### src/rtl/hib_pkg.sv
package hib_pkg;

  localparam int ADDR_W = 2;
  localparam logic [ADDR_W-1:0] ADDR_CMD  = 2'd0;
  localparam logic [ADDR_W-1:0] ADDR_FILT = 2'd1;
  localparam logic [ADDR_W-1:0] ADDR_RST  = 2'd2;

  typedef enum logic [1:0] {
    PH_RUN    = 2'd0,
    PH_SLEEP  = 2'd1,
    PH_FILTER = 2'd2,
    PH_RESET  = 2'd3
  } phase_t;

  // strobes from control to datapath
  typedef struct packed {
    logic cntClr;
    logic cntInc;
  } cnt_strobe_t;

  function automatic logic [63:0] fieldMask(input int hi, input int lo);
    logic [63:0] m;
    for (int i = 0; i < 64; i++) m[i] = (i >= lo) && (i <= hi);
    return m;
  endfunction

endpackage

### src/rtl/hib_field_reg.sv
module hib_field_reg #(
  parameter int DATA_W = 32,
  parameter int HI = 15,
  parameter int LO = 5,
  parameter int ADDR_W = 2,
  parameter logic [ADDR_W-1:0] SEL = '0
) (
  input  logic              clk,
  input  logic              rstN,
  input  logic              regWr,
  input  logic [ADDR_W-1:0] regAddr,
  input  logic [DATA_W-1:0] regWdata,
  output logic [DATA_W-1:0] fieldVal
);
  import hib_pkg::*;

  localparam logic [DATA_W-1:0] MASK = DATA_W'(fieldMask(HI, LO));

  logic [HI:LO] field;
  logic         hit;

  assign hit = regWr && (regAddr == SEL);

  always_ff @(posedge clk or negedge rstN) begin
    if (!rstN) begin
      field <= '0;
    end else if (hit) begin
      if (regWdata > MASK) field <= '1;
      else                 field <= regWdata[HI:LO];
    end
  end

  always_comb begin
    fieldVal = '0;
    fieldVal[HI:LO] = field;
  end

endmodule

### src/rtl/hib_datapath.sv
module hib_datapath #(
  parameter int DATA_W = 32,
  parameter int FILT_HI = 15,
  parameter int FILT_LO = 5,
  parameter int RST_HI = 11,
  parameter int RST_LO = 5
) (
  input  logic                        clk,
  input  logic                        rstN,
  input  logic                        regWr,
  input  logic [hib_pkg::ADDR_W-1:0]  regAddr,
  input  logic [DATA_W-1:0]           regWdata,
  output logic [DATA_W-1:0]           regRdata,
  input  hib_pkg::cnt_strobe_t        strobe,
  output logic                        hibReq,
  output logic                        filtHit,
  output logic                        rstHit
);
  import hib_pkg::*;

  localparam int CNT_W = ((FILT_HI > RST_HI) ? FILT_HI : RST_HI) + 1;

  logic [DATA_W-1:0] filtVal;
  logic [DATA_W-1:0] rstVal;
  logic [CNT_W-1:0]  cnt;
  logic [CNT_W:0]    nextCnt;

  hib_field_reg #(
    .DATA_W(DATA_W), .HI(FILT_HI), .LO(FILT_LO),
    .ADDR_W(ADDR_W), .SEL(ADDR_FILT)
  ) u_filt (
    .clk(clk), .rstN(rstN), .regWr(regWr), .regAddr(regAddr),
    .regWdata(regWdata), .fieldVal(filtVal)
  );

  hib_field_reg #(
    .DATA_W(DATA_W), .HI(RST_HI), .LO(RST_LO),
    .ADDR_W(ADDR_W), .SEL(ADDR_RST)
  ) u_rst (
    .clk(clk), .rstN(rstN), .regWr(regWr), .regAddr(regAddr),
    .regWdata(regWdata), .fieldVal(rstVal)
  );

  assign hibReq = regWr && (regAddr == ADDR_CMD) && regWdata[0];

  always_comb begin
    unique case (regAddr)
      ADDR_FILT: regRdata = filtVal;
      ADDR_RST:  regRdata = rstVal;
      default:   regRdata = '0;
    endcase
  end

  // tick counter shared by filter and reset phases
  always_ff @(posedge clk or negedge rstN) begin
    if (!rstN)              cnt <= '0;
    else if (strobe.cntClr) cnt <= '0;
    else if (strobe.cntInc) cnt <= cnt + 1'b1;
  end

  assign nextCnt = {1'b0, cnt} + 1'b1;
  assign filtHit = nextCnt >= {1'b0, filtVal[CNT_W-1:0]};
  assign rstHit  = nextCnt >= {1'b0, rstVal[CNT_W-1:0]};

endmodule

### src/rtl/hib_ctrl.sv
module hib_ctrl (
  input  logic                  clk,
  input  logic                  rstN,
  input  logic                  tickEn,
  input  logic                  wakeN,
  input  logic                  hibReq,
  input  logic                  filtHit,
  input  logic                  rstHit,
  output hib_pkg::cnt_strobe_t  strobe,
  output logic                  powerEn,
  output logic                  sysReset
);
  import hib_pkg::*;

  phase_t phase, phaseNxt;

  always_comb begin
    phaseNxt = phase;
    strobe   = '0;
    unique case (phase)
      PH_RUN: begin
        if (hibReq) begin
          phaseNxt = PH_SLEEP;
          strobe.cntClr = 1'b1;
        end
      end
      PH_SLEEP: begin
        if (tickEn && !wakeN) begin
          if (filtHit) begin
            phaseNxt = PH_RESET;
            strobe.cntClr = 1'b1;
          end else begin
            phaseNxt = PH_FILTER;
            strobe.cntInc = 1'b1;
          end
        end
      end
      PH_FILTER: begin
        if (tickEn) begin
          if (wakeN) begin
            phaseNxt = PH_SLEEP;
            strobe.cntClr = 1'b1;
          end else if (filtHit) begin
            phaseNxt = PH_RESET;
            strobe.cntClr = 1'b1;
          end else begin
            strobe.cntInc = 1'b1;
          end
        end
      end
      PH_RESET: begin
        if (tickEn) begin
          if (rstHit) begin
            phaseNxt = PH_RUN;
            strobe.cntClr = 1'b1;
          end else begin
            strobe.cntInc = 1'b1;
          end
        end
      end
      default: phaseNxt = PH_RUN;
    endcase
  end

  always_ff @(posedge clk or negedge rstN) begin
    if (!rstN) phase <= PH_RUN;
    else       phase <= phaseNxt;
  end

  assign powerEn  = (phase == PH_RUN) || (phase == PH_RESET);
  assign sysReset = (phase == PH_RESET);

endmodule

### src/rtl/hib_seq.sv
module hib_seq #(
  parameter int DATA_W = 32,
  parameter int FILT_HI = 15,
  parameter int FILT_LO = 5,
  parameter int RST_HI = 11,
  parameter int RST_LO = 5
) (
  input  logic              clk,
  input  logic              rstN,
  input  logic              tickEn,
  input  logic              wakeN,
  input  logic              regWr,
  input  logic [1:0]        regAddr,
  input  logic [DATA_W-1:0] regWdata,
  output logic [DATA_W-1:0] regRdata,
  output logic              powerEn,
  output logic              sysReset
);
  import hib_pkg::*;

  cnt_strobe_t strobe;
  logic hibReq, filtHit, rstHit;

  hib_datapath #(
    .DATA_W(DATA_W), .FILT_HI(FILT_HI), .FILT_LO(FILT_LO),
    .RST_HI(RST_HI), .RST_LO(RST_LO)
  ) u_dp (
    .clk(clk), .rstN(rstN), .regWr(regWr), .regAddr(regAddr),
    .regWdata(regWdata), .regRdata(regRdata), .strobe(strobe),
    .hibReq(hibReq), .filtHit(filtHit), .rstHit(rstHit)
  );

  hib_ctrl u_ctrl (
    .clk(clk), .rstN(rstN), .tickEn(tickEn), .wakeN(wakeN),
    .hibReq(hibReq), .filtHit(filtHit), .rstHit(rstHit),
    .strobe(strobe), .powerEn(powerEn), .sysReset(sysReset)
  );

endmodule

### config.mk
export PLATFORM = sky130hd
export DESIGN_NAME = hib_seq
export DESIGN_NICKNAME = d
export VERILOG_FILES = /design/src/rtl/hib_pkg.sv /design/src/rtl/hib_field_reg.sv /design/src/rtl/hib_datapath.sv /design/src/rtl/hib_ctrl.sv /design/src/rtl/hib_seq.sv
export SDC_FILE = /design/constraint.sdc
export NUM_CORES = 1
export LEC_CHECK = 0
export BUFFER_PORTS_ARGS = -buffer_cell sky130_fd_sc_hd__buf_2
export CORE_MARGIN = 2
export CORE_UTILIZATION = 40
export DETAILED_ROUTE_END_ITERATION = 16
export PLACE_DENSITY = 0.65
export SETUP_SLACK_MARGIN = 0.1
export SLEW_MARGIN = 0
export SYNTH_ARGS = -nofsm -noshare
export SYNTH_HDL_FRONTEND = slang
export SYNTH_SLANG_ARGS = --single-unit
### constraint.sdc
create_clock -name clk -period 3.5 [get_ports clk]
set_input_delay 0.875 -clock clk [delete_from_list [all_inputs] [get_ports clk]]
set_output_delay 0.875 -clock clk [all_outputs]
set_load 0.02 [all_outputs]
* Yosys cells after proc, flatten, opt, wreduce, memory -nomap -nowiden
Index checks and enable logic that the tools add are counted.
W data, S select, Z words.
** Storage, ports and cells
- Input bits :: 39
- Register bits after elaboration :: 36
- Word-level logic and storage cells :: 58
- Output and inout port bits :: 34
** Cells by class
- Mux-type cells :: 26
- Magnitude comparators :: 4
- Equality and inequality tests :: 11
- Reductions and logical operators :: 11
- Add/subtract/negate cells :: 2
** Operators with widths (number)
- $gt A32 B12 Y1 const B :: 1
- $gt A32 B16 Y1 const B :: 1
- $mux W16 :: 2
- $pmux W16 S2 :: 1
- $mux W2 :: 10
- $add A16 B1 Y17 const B :: 1
- $ge A17 B12 Y1 :: 1
- $ge A17 B16 Y1 :: 1
- $add A16 B1 Y16 const B :: 1
- $mux W11 :: 1
- $mux W1 :: 8
- $pmux W2 S4 :: 1
- $mux W7 :: 1
- $eq A2 B2 Y1 const B :: 3
- $ne A2 B2 Y1 const B :: 3
- $reduce_and A6 Y1 :: 1
- $logic_and A1 B1 Y1 :: 5
- $eq A2 B1 Y1 const B :: 2
- $logic_not A2 Y1 :: 2
- $ne A2 B1 Y1 const B :: 2
- $pmux W1 S4 :: 1
- $ne A3 B3 Y1 const B :: 1
- $pmux W1 S3 :: 1
- $reduce_bool A2 Y1 :: 1
- 2 further kinds :: 2

* Depth between registers and ports, before layout
Gate-level depths: netlist of the first run.
- Depth in word-level cells :: 8
- Depth in mapped cells :: 16
- Gate-level depth less buffers :: 13

* Modules after synthesis
Synthesis of the first run repeated with hierarchy kept, for this count alone.
** Unflattened totals
- Cell total of the unflattened synthesis :: 476
- Area, all modules :: 3768.6 µm²
** By module, submodules not included
- hib_datapath :: cells an instance 301, area each 2322.2 µm², times used 1, sequential area each 400.4 µm²
- hib_field_reg at u_dp.u_filt :: cells an instance 76, area each 645.6 µm², times used 1, sequential area each 275.3 µm²
- hib_field_reg at u_dp.u_rst :: cells an instance 65, area each 531.8 µm², times used 1, sequential area each 175.2 µm²
- hib_ctrl :: cells an instance 34, area each 269.0 µm², times used 1, sequential area each 50.0 µm²

* Worst setup path after synthesis of the first run
Ideal clock, no wire load.
- Path kind :: flip-flop to flip-flop
- Start point :: register u_dp.cnt[0]
- End point :: register u_dp.cnt[5]
- Path buffers :: 2
- Data required time :: 3.422 ns
- Period minus slack after synthesis :: 3.423 ns
- Arrival :: 3.345 ns
- Setup time :: 0.078 ns
- Path slack :: 0.077 ns
- Stages on the path, launching flop included :: 16
- Cells stage by stage :: dfrtp_1 ha_1 nand4_1 or2_2 clkbuf_1 nor2_1 xor2_1 ha_1 a21oi_1 o21ai_0 a221oi_1 o211ai_1 o32a_1 buf_2 or3_1 a21oi_1
** On the way
- Cells in the longest elaborated chain, start to end :: 7
- Elaborated cells on any way between the ends :: 18
- Classes of those cells :: 2 x add/sub; 2 x order compare; 13 x mux; 1 x reduce/logical
** Ends and longest elaborated chain
- start, declared :: RTL line hib_datapath.sv:25 : logic [CNT_W-1:0] cnt;
- start signal, assigned :: RTL line hib_datapath.sv:58 : else if (strobe.cntInc) cnt <= cnt + 1'b1;
- $add A16 B1 Y17 :: RTL line hib_datapath.sv:61 : assign nextCnt = {1'b0, cnt} + 1'b1;
- $ge A17 B16 Y1 :: RTL line hib_datapath.sv:62 : assign filtHit = nextCnt >= {1'b0, filtVal[CNT_W-1:0]};
- $mux W1 :: RTL line hib_ctrl.sv:29, hib_ctrl.sv:43
- $mux W1 :: RTL line hib_ctrl.sv:40 : if (wakeN) begin
- $mux W2 :: RTL line hib_ctrl.sv:39 : if (tickEn) begin
- $pmux W1 S4 or $pmux W1 S3 (tied branches) :: RTL line hib_ctrl.sv:20 : unique case (phase)
- $mux W16 or $reduce_bool A2 Y1 (tied branches)
Parallel ways exist; a longest one is shown, timed or not. The select of a mux whose other input is x is not followed.
A chain may end at the register's enable or synchronous reset.

* Final worst setup path of the first run
- Start point :: register u_dp.cnt[1]
- End point :: register u_dp.cnt[11]
Same word-level chain as after synthesis.

==> results of run 1 <==
routing by layer:
metal	global-route usage (%)	vias to the layer above	wire length, um
li1	-	1289	-
met1	25.23	1253	3363
met2	32.63	49	3484
met3	2.799	10	198
met4	6.198	0	128
met5	0	-	0
sequential cells by signal, indices dropped and copies added (netlist names):
signal,count
u_dp.u_filt.field,11
u_ctrl.phase,2
u_dp.cnt,16
u_dp.u_rst.field,7
power groups by stage:
stage	registers (W)	clock network [W]	logic [W]
floorplan	0.000496	0	0.000340
global placement	0.000504	0	0.000482
detailed placement	0.000507	0	0.000487
CTS	0.000492	0.000312	0.000513
global route	0.000499	0.000336	0.000563
finish	0.000494	0.000307	0.000512
logic make-up (layout without fill, tap and decap cells):
family | count (synthesis) | count (layout) | share of synthesized area, %
xor+xnor | 17 | 17 | 5.183
other cells | 1 | 21 | 0.1305
flops | 36 | 36 | 31.36
mux | 3 | 3 | 1.045
buf+inv | 63 | 111 | 11.06
fa+ha+maj | 27 | 27 | 11.76
simple gates | 106 | 106 | 20.12
compound gates | 83 | 83 | 19.34
layout by cell type (no fill, tap or decap), types with 2 or more instances in the layout:
cell	synthesis	routed
a22oi_1	8	8
mux2i_1	3	3
o211ai_1	3	3
and2_1	7	7
nor3_2	0	2
a211oi_1	2	2
ha_1	27	26
buf_2	2	51
or4_1	4	4
clkbuf_1	7	2
nand3_1	10	8
buf_12	0	2
nand4_1	9	9
nand2b_1	3	3
a21oi_2	0	3
nor2_1	20	20
buf_4	21	18
nand2_1	13	12
o21ai_0	9	6
or3_1	9	8
nor4_1	6	5
or2_4	0	3
inv_1	32	31
a21oi_1	23	20
o21ai_1	9	11
nor2b_1	11	11
xor2_1	6	6
o31ai_1	2	2
nor3_1	5	3
dfrtp_1	36	29
o22a_1	17	17
clkbuf_8	0	6
xnor2_2	0	5
and3_1	2	2
dfrtp_2	0	7
xnor2_1	11	6
nand3_2	0	2
conb_1	1	21
stage by stage:
step / setup slack, ps / cells
finish: 218.4 / 500
global route: 41.32 / 500
CTS: 105.8 / 495
detailed placement: 3.515 / 484
global placement: 75.19 / 484
floorplan: 173.6 / 356
path summary, 6_finish.rpt:
check	to	slack [ps]
max	u_dp.cnt[11]	220
min	u_dp.u_rst.field[11]	540
max reg2reg	u_dp.cnt[11]	220
min reg2reg	u_dp.u_rst.field[11]	540
max in group asynchronous	u_dp.cnt[5]	2240
min in group asynchronous	u_dp.u_filt.field[13]	680
worst max-delay path, stage by stage (launching register included):
cell	delay (ps)
dfrtp_1	360
buf_4	130
nand4_1	140
buf_4	170
or3_4	390
xnor2_2	160
ha_1	310
nand3_1	70
a211oi_1	50
a21oi_1	160
nand4_1	160
o32a_1	410
buf_12	170
or4_1	420
a21oi_2	130
area by class of cell:
cell class              instances  share of cell area [%]
multi-input cells             257                   52.64
well taps                      96                   3.405
inverters                      32                   3.405
repair buffers                 71                   12.20
clock buffers                   8                   2.554
flip-flops and latches         36                   25.79
cell usage after synthesis:
library cell | n | area (sq um)
clkbuf_1 | 7 | 26.28
a221oi_1 | 2 | 17.52
nand2b_1 | 3 | 18.77
nand4_1 | 9 | 56.30
a211o_1 | 1 | 8.760
o22a_1 | 17 | 148.9
buf_1 | 1 | 3.750
buf_4 | 21 | 157.7
a41oi_1 | 1 | 8.760
nor2b_1 | 11 | 68.82
and3_1 | 2 | 12.51
a211oi_1 | 2 | 15.01
and4_1 | 1 | 8.760
nand2_1 | 13 | 48.80
mux2i_1 | 3 | 30.03
nor3_1 | 5 | 25.02
nor4_1 | 6 | 37.54
and2_1 | 7 | 43.79
conb_1 | 1 | 3.750
o31ai_1 | 2 | 15.01
a21oi_1 | 23 | 115.1
dfrtp_1 | 36 | 900.9
o21ai_0 | 9 | 45.04
o32a_1 | 1 | 10.01
xor2_1 | 6 | 52.55
or3_1 | 9 | 56.30
inv_1 | 32 | 120.1
a22oi_1 | 8 | 60.06
xnor2_1 | 11 | 96.34
o21ai_1 | 9 | 45.04
nor4b_1 | 1 | 8.760
or2_2 | 4 | 25.02
a21o_1 | 1 | 7.510
buf_2 | 2 | 10.01
nand3_1 | 10 | 50.05
o311a_1 | 1 | 10.01
ha_1 | 27 | 337.8
nor2_1 | 20 | 75.07
o21bai_1 | 1 | 7.510
o211ai_1 | 3 | 22.52
a221o_1 | 1 | 10.01
nand4_2 | 1 | 12.51
o2111ai_1 | 1 | 8.760
or4_1 | 4 | 30.03
what timing repair did:
item / 4_1_cts / 5_1_grt
pin swaps: 0 / 14
gates resized for setup: 4 / 29
endpoints found under the setup margin: 10 / 17
buffers inserted: 3 / 5
==> flow_summary.yaml, run 1 <==
routing:
  drt_wl_total_mm: 7.175
  drt_pre_antenna_iters: 4
  vias_per_cell: 5.202
  vias: 2601
  drt_iter0_markers: 129
  drtAntennaViolNets: 0
  post-route-drc-count: 0
  avgRoutedWirePerCell_um: 14.35
min_path:
  min_from: "u_dp.u_rst.field[11]"
  min_path_type: "flip-flop to flip-flop"
  hold_depth: 1
pwr:
  vdd_drop_max_uv: 286.7
  p_sw_share_pct: 37.24
  p_leak_nw: 1.722
  intPower_w: 0.0008243
  seqPwrFrac_pct: 37.6
  switching_power_w: 0.0004891
  fin_total_pwr_w: 0.001313
  powerDensity_nw_per_um2: 372.4
  power_frac_clock_pct: 23.4
  combPwrFrac_pct: 39.0
sta:
  max_freq_mhz: 304.7
  period_share_pct: 93.76
  setup_violations: 0
  rsz0062_at_grt: "true"
  slew_headroom_pct: 44.50
  finalClockSkew_ps: 4.087
  max_slew.worst_pin.slew_ps: 832.4
  hold_viol: 0
  hold_slack_ps: 540.1
  period_minus_slack_ps: 3282
  tns_ps: 0
  drv_slew: 0
clock_network:
  cts_tree: "yes"
  numCtsBuffers: 5
  htree_levels: 2
  clkLatencyLatePin_ps: 290
  cts_hold_buffers: 0
  cts_sinks: 36
  clk_pin_slew_ps: 70
  cts-root-buf: "clkbuf_8"
  clk_path_buf_depth: 2
floorplanning:
  die-width_um: 88.75
  fp.dieH_um: 88.75
  dieArea_sq_um: 7876
  row_count: 30
  start_util_pct: 41.82
  core_sq_um: 6869
  io-pin-count: 73
grt:
  grt_usage_pct: 19.25
  grt_pass1_wl_mm: 11.80
  grt_max_degree: 37
  grt_overflow: 0
  grt_pass1_vias: 2573
  antenna_found_initial: 0
yosys:
  synthCells: 336
  synth_warnings: 0
  syn_area_sq_um: 2873
  ys_seq_area_share_pct: 31.36
  syn_area_per_cell_sq_um: 8.550
  synth_seq_cells: 36
  yosysUniqueCellTypes: 44
worst_setup_path:
  cp-startpoint: "u_dp.cnt[1]"
  end_kind: "flip-flop"
  ff2ff_path_depth: 14
  path_max_fanout: 22
  cp_data_required_time_ps: 3720
  path_class: "flip-flop to flip-flop"
  rr_startpoint: "u_dp.cnt[1]"
  crit_arrival_ps: 3500
  worstSetupStartpointType: "flip-flop"
cells_and_area:
  seqCellArea_sq_um: 909.6
  syn_to_final_growth_pct: 22.78
  num_antenna_cells: 0
  drive_gt1_share_pct: 26.98
  finish.utilization_pct: 51.35
  layout.nets: 469
  final_area_sq_um: 3527
  multi_input_area_sq_um: 1857
  fillCellCount: 664
flow_run:
  timing.max_cap.violations: 0
placed_design:
  dp_hpwl_mm: 5.545
  placed_cell_area_sq_um: 3247
  port_buffers: 51
  gp_congestion: 0.8707
outcome:
  status: "complete, no violations"
Power figures use the tool's default switching activity.
==> inputs of run 2 (changes only) <==
Settings changed: ABC_AREA set to 1, PLACE_DENSITY 0.65 to unset.
==> run 2 against run 1 <==
Core utilization down 5.2 points. Routed wire length down 0.42%. Flip-flop and latch count unchanged. Sequential power down 3%. Synthesized cell count up 36%.
==> flow_summary.yaml, run 2 <==
floorplanning:
  core_sq_um: 7607
  fp.dieH_um: 92.06
  start_util_pct: 40.77
  io-pin-count: 73
  die-width_um: 92.06
  row_count: 32
  dieArea_sq_um: 8475
worst_setup_path:
  crit_arrival_ps: 3190
  cp_common_cell: "nand2_1"
  max_stage_delay_ps: 430
  critPathBufInv: 1
  path_max_fanout: 18
  worstSetupStartpointType: "flip-flop"
  crit_chain: "ha_1, nand2_1, nor2_2, nand2_2, nor2_2, xor2_2, ha_1, a21oi_1, nand2_1, nand4_1, nand2_1, nor2_2, nand3_4, nand2_8, inv_2, nand2_1, a21oi_1"
  crit_family: "simple AND/OR/NAND/NOR gates"
  crit_slowest_cell: "dfrtp_1"
  cp_data_required_time_ps: 3670
  end_kind: "flip-flop"
  path_class: "flip-flop to flip-flop"
clock_network:
  cts_hold_buffers: 0
  clk_pin_slew_ps: 80
  cts_tree: "yes"
  htree_levels: 2
  cts-root-buf: "clkbuf_8"
  clk_path_buf_depth: 2
  numCtsBuffers: 5
  cts_sinks: 36
  clkLatencyLatePin_ps: 290
cells_and_area:
  largest_register_ffs: 16
  regMostFlops: "u_dp.cnt"
  syn_to_final_growth_pct: 13.11
  layout_commonest_cell: "nand2_1"
  mostFrequentLayoutCells: "nand2_1, inv_1, buf_2, dfrtp_1, nor2_1"
  layout.nets: 574
  top_regs: "u_dp.cnt: 16 flops, u_dp.u_filt.field: 11 flops, u_dp.u_rst.field: 7 flops"
  fillCellCount: 812
  num_antenna_cells: 0
  fin_cells: 611
  drive_gt1_share_pct: 14.73
grt:
  grt_pass1_vias: 2675
  antenna_found_initial: 0
  grt_overflow: 0
  grt_max_degree: 37
  grt_pass1_wl_mm: 12.24
  grt_usage_pct: 17.90
sta:
  setup_violations: 0
  period_minus_slack_ps: 3025
  max_freq_mhz: 330.6
  drv_slew: 0
  slew_headroom_pct: 44.66
  period_share_pct: 86.43
  max_slew.worst_pin.slew_ps: 830.1
  rsz0062_at_grt: "false"
  finalClockSkew_ps: 8.486
  tns_ps: 0
  hold_viol: 0
yosys:
  syn_area_sq_um: 3102
  synthCells: 457
  yosysTopAreaCell: "dfrtp_1"
  synth_ff_type: "dfrtp_1"
  synth-edff-count: 0
  synth_common_cells: "nand2_1, inv_1, dfrtp_1"
  ys_seq_area_share_pct: 29.04
  synth_seq_cells: 36
  synth_area_leaders: "dfrtp_1, nand2_1, ha_1, inv_1, buf_4"
  synth_top_area_share_pct: 29.04
  synth_most_common_cell: "nand2_1"
  ys_async_sr_fraction_pct: 100.0
  syn_area_per_cell_sq_um: 6.787
  yosysUniqueCellTypes: 34
  synth_warnings: 0
placed_design:
  dp_hpwl_mm: 5.832
  port_buffers: 51
  place_inst: 603
  gp_congestion: 0.8422
pwr:
  p_leak_nw: 1.991
  vdd_drop_max_uv: 145.0
  powerDensity_nw_per_um2: 349.5
routing:
  drt_wl_total_mm: 7.145
  avgRoutedWirePerCell_um: 11.69
  top_layer: "met4"
  wl_met1_mm: 3.341
  drtAntennaViolNets: 0
  drt_iter0_markers: 119
  vias: 2861
  met3_length_um: 317
  wl_met2_mm: 3.423
  drt_pre_antenna_iters: 4
  vias_per_cell: 4.682
  post-route-drc-count: 0
outcome:
  status: "complete, no violations"
min_path:
  min_path_type: "flip-flop to flip-flop"
flow_run:
  timing.max_cap.violations: 0
[run 2: changes by cell type after synthesis, moves of 8 or more]
cell,previous run,this run
nor2_1,20,34
nor2b_1,11,0
nand3_1,10,33
nand2_1,13,111
or3_1,9,0
xnor2_1,11,3
o22a_1,17,0
inv_1,32,86
o21ai_1,9,0
[run 2: metal layers]
metal | up-vias | GRT usage, %
li1 | 1505 | -
met1 | 1283 | 23.23
met2 | 65 | 31.19
met3 | 8 | 3.122
met4 | 0 | 3.856
met5 | - | 0
[run 2: cells by family after synthesis]
logic type | share of synthesized area, %
DFF | 29.04
and+or+nand+nor | 30.58
adders and majority gates | 10.89
AOI/OAI and AO/OA | 9.802
buffers and inverters | 17.06
other | 0.1209
xor gates and xnor gates | 2.501
[run 2: through the flow]
step	total power [W]	setup slack [ps]	cell area, sq um	util, %	hold WS [ps]
floorplan	0.0007713	810.4	3177	-	490.9
global placement	0.0008502	456.8	3372	44.33	523.6
detailed placement	0.0008560	411.0	3372	44.33	518.5
CTS	0.001230	369.1	3480	45.74	539.3
global route	0.001305	157.3	3508	46.12	564.8
finish	0.001226	475.0	3508	46.12	537.5
[run 2: path summary, 6_finish.rpt]
check | startpoint | end | slack (ps) | cells past startpoint
setup / recovery | u_dp.cnt[0] | u_dp.cnt[9] | 480 | 17
hold / removal | u_dp.u_filt.field[12] | u_dp.u_filt.field[12] | 540 | 2
max in group asynchronous | rstN | u_dp.cnt[8] | 2300 | 1
min in group asynchronous | rstN | u_dp.cnt[4] | 680 | 1
hold reg to reg | u_dp.u_filt.field[12] | u_dp.u_filt.field[12] | 540 | 2
setup reg to reg | u_dp.cnt[0] | u_dp.cnt[9] | 480 | 17
[run 2: cell type report]
type / instances / area, sq um / share of cell area (%)
multi-input cells: 324 / 1775 / 50.61
clock inverters: 2 / 35.03 / 0.9986
well taps: 102 / 127.6 / 3.638
inverters: 89 / 334.1 / 9.522
clock buffers: 6 / 72.57 / 2.068
flip-flops and latches: 36 / 900.9 / 25.68
repair buffers: 52 / 262.8 / 7.489
[run 2: where the power goes]
part           internal, W  total [W]  switching, W  leakage, nW
registers         0.000443   0.000477     0.0000342        0.403
clock network     0.000212   0.000372      0.000161       0.0552
logic             0.000125   0.000376      0.000251         1.53
total             0.000780    0.00123      0.000446         1.99
[run 2: timing repair]
item | 4_1_cts | 5_1_grt
gates resized for setup | 0 | 4
setup endpoints to repair | 0 | 16
buffers inserted | 0 | 0
[run 2: tightest hold or removal path, delay by kind of cell, from the launching register on]
family,cells,cell delay [ps]
AOI/OAI and AO/OA,1,90
buffers and inverters,1,50
DFF,1,370
